**config.mk**
```make
export PLATFORM = sky130hd
export DESIGN_NAME = swio_select
export DESIGN_NICKNAME = d
export VERILOG_FILES = /design/src/rtl/swio_pkg.sv /design/src/rtl/swio_decode.sv /design/src/rtl/swio_ext_reg.sv /design/src/rtl/swio_select.sv
export SDC_FILE = /design/constraint.sdc
export NUM_CORES = 1
export LEC_CHECK = 0
export ABC_AREA = 1
export ABC_CLOCK_PERIOD_IN_PS = 1400
export BUFFER_PORTS_ARGS = -buffer_cell sky130_fd_sc_hd__buf_2
export CAP_MARGIN = 25
export CORE_ASPECT_RATIO = 0.9
export CORE_MARGIN = 2
export CORE_UTILIZATION = 39
export CTS_CLUSTER_SIZE = 30
export DETAILED_ROUTE_END_ITERATION = 12
export PLACE_DENSITY = 0.89
export SYNTH_ARGS = -nofsm -noshare
export SYNTH_HDL_FRONTEND = slang
export SYNTH_SLANG_ARGS = --single-unit
```
**constraint.sdc**
```tcl
create_clock -name clk -period 1.4 [get_ports clk]
set_input_delay 0.14 -clock clk [delete_from_list [all_inputs] [get_ports clk]]
set_output_delay 0.14 -clock clk [all_outputs]
set_load 0.03 [all_outputs]
```
**src/rtl/swio_pkg.sv**
```systemverilog
package swio_pkg;

    typedef logic [7:0] byte_t;

    localparam byte_t ID_NONE    = 8'h00;
    localparam byte_t ID_ALL_OFF = 8'hFF;

    localparam int EXT_SPEED_BIT  = 0;
    localparam int EXT_SWITCH_BIT = 7;

    typedef struct packed {
        byte_t dev_id;
    } sel_state_t;

    typedef struct packed {
        logic slow;
    } ext_state_t;

endpackage

```
**src/rtl/swio_decode.sv**
```systemverilog
module swio_decode #(
    parameter logic [7:0] WIN_BASE = 8'h40,
    parameter int         NUM_SW   = 15,
    parameter bit         HI_CHECK = 1'b0,
    parameter logic [7:0] HI_MATCH = 8'h00
) (
    input  logic [15:0]       addr,
    output logic              hit_id,
    output logic [NUM_SW-1:0] hit_sw
);
    logic hi_ok;

    // the upper byte only matters when the optional check is built in
    assign hi_ok  = HI_CHECK ? (addr[15:8] == HI_MATCH) : 1'b1;
    assign hit_id = hi_ok && (addr[7:0] == WIN_BASE);

    for (genvar k = 0; k < NUM_SW; k++) begin : g_sw
        localparam logic [7:0] PORT_LO = 8'(WIN_BASE + 8'(k) + 8'd1);
        assign hit_sw[k] = hi_ok && (addr[7:0] == PORT_LO);
    end
endmodule

```
**src/rtl/swio_ext_reg.sv**
```systemverilog
module swio_ext_reg
    import swio_pkg::*;
(
    input  logic  clk,
    input  logic  rst_n,
    input  logic  wr_en,
    input  logic  wr_bit,
    input  logic  ext_switch,
    output logic  slow,
    output byte_t rd_byte
);
    ext_state_t st_d, st_q;

    always_comb begin
        st_d = st_q;
        if (wr_en) begin
            st_d.slow = wr_bit;
        end
    end

    always_ff @(posedge clk or negedge rst_n) begin
        if (!rst_n) begin
            st_q.slow <= 1'b1;
        end else begin
            st_q <= st_d;
        end
    end

    assign slow = st_q.slow;

    always_comb begin
        rd_byte                 = '0;
        rd_byte[EXT_SPEED_BIT]  = st_q.slow;
        rd_byte[EXT_SWITCH_BIT] = ext_switch;
    end
endmodule

```
**src/rtl/swio_select.sv**
```systemverilog
module swio_select
    import swio_pkg::*;
#(
    parameter logic [7:0] OWN_ID   = 8'd8,
    parameter logic [7:0] WIN_BASE = 8'h40,
    parameter int         NUM_SW   = 15,
    parameter bit         HI_CHECK = 1'b0,
    parameter logic [7:0] HI_MATCH = 8'h00
) (
    input  logic              clk,
    input  logic              rst_n,
    input  logic [15:0]       io_addr,
    input  logic              io_wr,
    input  logic              io_rd,
    input  logic [7:0]        io_wdata,
    input  logic              ext_switch,
    output logic [7:0]        rd_data,
    output logic              rd_valid,
    output logic              sel_active,
    output logic              speed_slow,
    output logic [NUM_SW-1:0] port_en
);
    localparam int EXT_IDX = 0;

    sel_state_t        st_d, st_q;
    logic              hit_id;
    logic [NUM_SW-1:0] hit_sw;
    logic              ext_wr;
    byte_t             ext_rd;
    logic              matched;

    swio_decode #(
        .WIN_BASE (WIN_BASE),
        .NUM_SW   (NUM_SW),
        .HI_CHECK (HI_CHECK),
        .HI_MATCH (HI_MATCH)
    ) u_decode (
        .addr   (io_addr),
        .hit_id (hit_id),
        .hit_sw (hit_sw)
    );

    // the selection register is shared: every write is stored, match or not
    always_comb begin
        st_d = st_q;
        if (io_wr && hit_id) begin
            st_d.dev_id = io_wdata;
        end
    end

    always_ff @(posedge clk or negedge rst_n) begin
        if (!rst_n) begin
            st_q.dev_id <= ID_NONE;
        end else begin
            st_q <= st_d;
        end
    end

    assign matched    = (st_q.dev_id == OWN_ID);
    assign sel_active = matched;
    assign ext_wr     = io_wr && matched && hit_sw[EXT_IDX];

    swio_ext_reg u_ext (
        .clk        (clk),
        .rst_n      (rst_n),
        .wr_en      (ext_wr),
        .wr_bit     (io_wdata[EXT_SPEED_BIT]),
        .ext_switch (ext_switch),
        .slow       (speed_slow),
        .rd_byte    (ext_rd)
    );

    assign port_en = hit_sw & {NUM_SW{(io_rd || io_wr) && matched}};

    always_comb begin
        rd_valid = 1'b0;
        rd_data  = '0;
        if (io_rd && matched) begin
            if (hit_id) begin
                rd_valid = 1'b1;
                rd_data  = ~st_q.dev_id;
            end else if (hit_sw[EXT_IDX]) begin
                rd_valid = 1'b1;
                rd_data  = ext_rd;
            end
        end
    end
endmodule

```
==> out/metrics.cfg <==
[synth]
yosysTopAreaCell = dfrtp_1
syn_inst = 122
synth-simple-area-share_pct = 52.9
synth_compound_area_share_pct = 3.18
ys_seq_area_share_pct = 30.3
ys_ff_latch = 9
synth_cell_types = 21
synth_top_family_by_area = simple AND/OR/NAND/NOR gates
ys.flop_type = dfrtp_1
synthMuxAreaShare_pct = 0
synthesis.nets = 151
synth_commonest_cells = nand2_1, nor2_1, inv_1, nand3_1, dfrtp_1
synth-adder-area-share_pct = 0
yosys.area_share.xor_xnor_pct = 0
synth.top_cell.area_share_pct = 26.8
synthTopCellsByArea = dfrtp_1, nand2_1, nor2_1
yosysMostFrequentCell = nand2_1
yosysWarningCount = 0
async_reset_ff_share_pct = 100
synth-edff-count = 0
avgSynthCellArea_um2 = 6.12
syn_area_um2 = 747

[layout]
multi_input_area_um2 = 617
seq_area_um2 = 226
instances_no_fill = 210
final_layout_size_suffix_gt1_share_pct = 56.2
diodes = 0
fillers = 123
area_growth_pct = 98.8
num-nets-final = 215

[routing]
num_vias = 1096
drtAntennaViolNets = 0
wirelength_mm = 3.35
wire_per_inst_um = 15.9
drc = 0
drt_first_pass_iters = 4
viasPerCell = 5.22
dr.first_iter.drc_count = 63

[global_route]
grt_pass1_vias = 954
overflow = 0
antenna_found_initial = 0
track_usage_pct = 22.9
grt_pass1_wl_mm = 4.02
grt_max_degree = 12

[run_status]
status = finished with violations
failed_checks = negative setup slack

[critical_path]
critPathSlowestCell = dfrtp_1
max_stage_delay_ps = 400
cp_top_family = simple AND/OR/NAND/NOR gates
critical_path_buf_inv_count = 2
required_ps = 1260
worstSetupStartpointType = flop
arrival_ps = 1710
crit_chain = nor2_2, nand2_2, nor2_4, nand4_1, buf_6, nor2_4, buf_6
endpoint_kind = primary output
crit_fanout = 7
critical_path_class = reg -> out

[power_and_ir_drop]
switchingPower_uw = 202
pwr-share-seq_pct = 42.6
switching_share_pct = 30.8
comb_power_share_pct = 27.9
internal-power_uw = 453
leakagePower_nw = 0.733
p_per_area_nw_per_um2 = 441
clkPwrFrac_pct = 29.5
peakVddDrop_uv = 530

[placed_design]
dp_hpwl_mm = 1.69
dp_slack_ps = -153
placed_cells = 201
gp_congestion = 0.732
portBuffers = 45

[timing]
setup-violations-final = 24
drv_slew = 0
fin_crit_sh_pct = 132
fin_crit_ps = 1850
setup_slack_ps = -453
rsz0062_at_grt = yes
hold_viol_final = 0
fmax_mhz = 540
skew_ps = 4.36

[die]
start_util_pct = 40.2
ios = 55
die-area_um2 = 2280
die_w_um = 50.1
core_um2 = 1860
fp.dieH_um = 45.5
row_count = 15

[clocking]
cts.sinks = 9
cts_tree = built
cts_root_buffer = clkbuf_4
htreeDepth = 1
path_clk_slew_ps = 60
insertion_delay_ps = 260
ctsLongestPathBuffers = 2
numCtsBuffers = 3

[worst_hold_path]
min_path_type = in -> reg

[job]
drv_cap = 0

==> cells by family (layout without fill, tap and decap cells) <==
family          Yosys count  count (layout)
compound gates            4               4
buf+inv                  22              85
flops                     9               9
other cells               1               1
simple gates             86              86
==> metrics by stage <==
step                      area (um^2)  total power [mW]  setup TNS (ps)  hold slack [ps]  util (%)
after floorplan                   816             0.354           -3390             -156         -
after global placement           1140             0.419            -687            -7.02      61.1
after detailed placement         1140             0.426           -1860            -1.51      61.1
after CTS                        1380             0.633           -6950              109      74.1
after global routing             1490             0.688          -10260              123      79.9
final                            1490             0.655           -8760              111      79.9
==> area by class of cell <==
cell class | count | share of cell area (%)
clock buffers | 4 | 1.77
repair buffers | 62 | 34.5
multi-input cells | 91 | 41.5
inverters | 19 | 4.80
well taps | 25 | 2.11
flip-flops and latches | 9 | 15.2
==> final timing paths <==
path                               end  slack, ps  cells after the start   startpoint
min in group asynchronous      st_q[7]        250                      2        rst_n
min                            st_q[2]        110                      3  io_wdata[2]
max reg2reg                 u_ext.slow         60                      7      st_q[5]
max in group asynchronous   u_ext.slow        910                      2        rst_n
min reg2reg                 u_ext.slow        510                      2   u_ext.slow
max                        port_en[11]       -450                      7      st_q[5]
==> timing repair <==
action                                 in CTS  in global routing
endpoints found under the hold margin       9                  0
setup endpoints to repair                  24                 25
pin swaps                                   3                  9
hold buffers                                1                  0
gates cloned                                0                  0
buffers inserted                            2                  4
resized for setup                          56                 26
==> worst min-delay path: stages <==
cell and delay, ps:
buf_2 70, nand3_1 60, nand2_1 60
==> power by group through the flow <==
| stage | clock, mW | combinational, mW | sequential (mW) |
|---|---|---|---|
| detailed placement | 0 | 0.144 | 0.282 |
| global route | 0.215 | 0.194 | 0.280 |
| floorplan | 0 | 0.0708 | 0.283 |
| CTS | 0.199 | 0.156 | 0.277 |
| finish | 0.193 | 0.183 | 0.279 |
| global placement | 0 | 0.138 | 0.281 |
==> sequential cells by signal, indices dropped and copies added, names as in the netlist <==
name,flops
st_q,8
u_ext.slow,1
==> cells in the final DEF, fill, tap and decap left out, drive strengths merged <==
cell	count
buf	61
nand2	33
nor2	33
inv	19
nand3	13
dfrtp	8
nand4	4
clkbuf	4
o21ai	4
nor3	2
or2	1
conb	1
dlygate4sd3	1
dfstp	1
==> metal layers <==
layer / global-route usage, % / vias to the layer above / part of all wire (%)
li1: - / 501 / -
met1: 26.2 / 494 / 35
met2: 43.4 / 85 / 52
met3: 2.63 / 16 / 9.5
met4: 10.6 / 0 / 4.1
met5: 0 / - / 0
No activity file was read; power rests on OpenSTA's default activity.
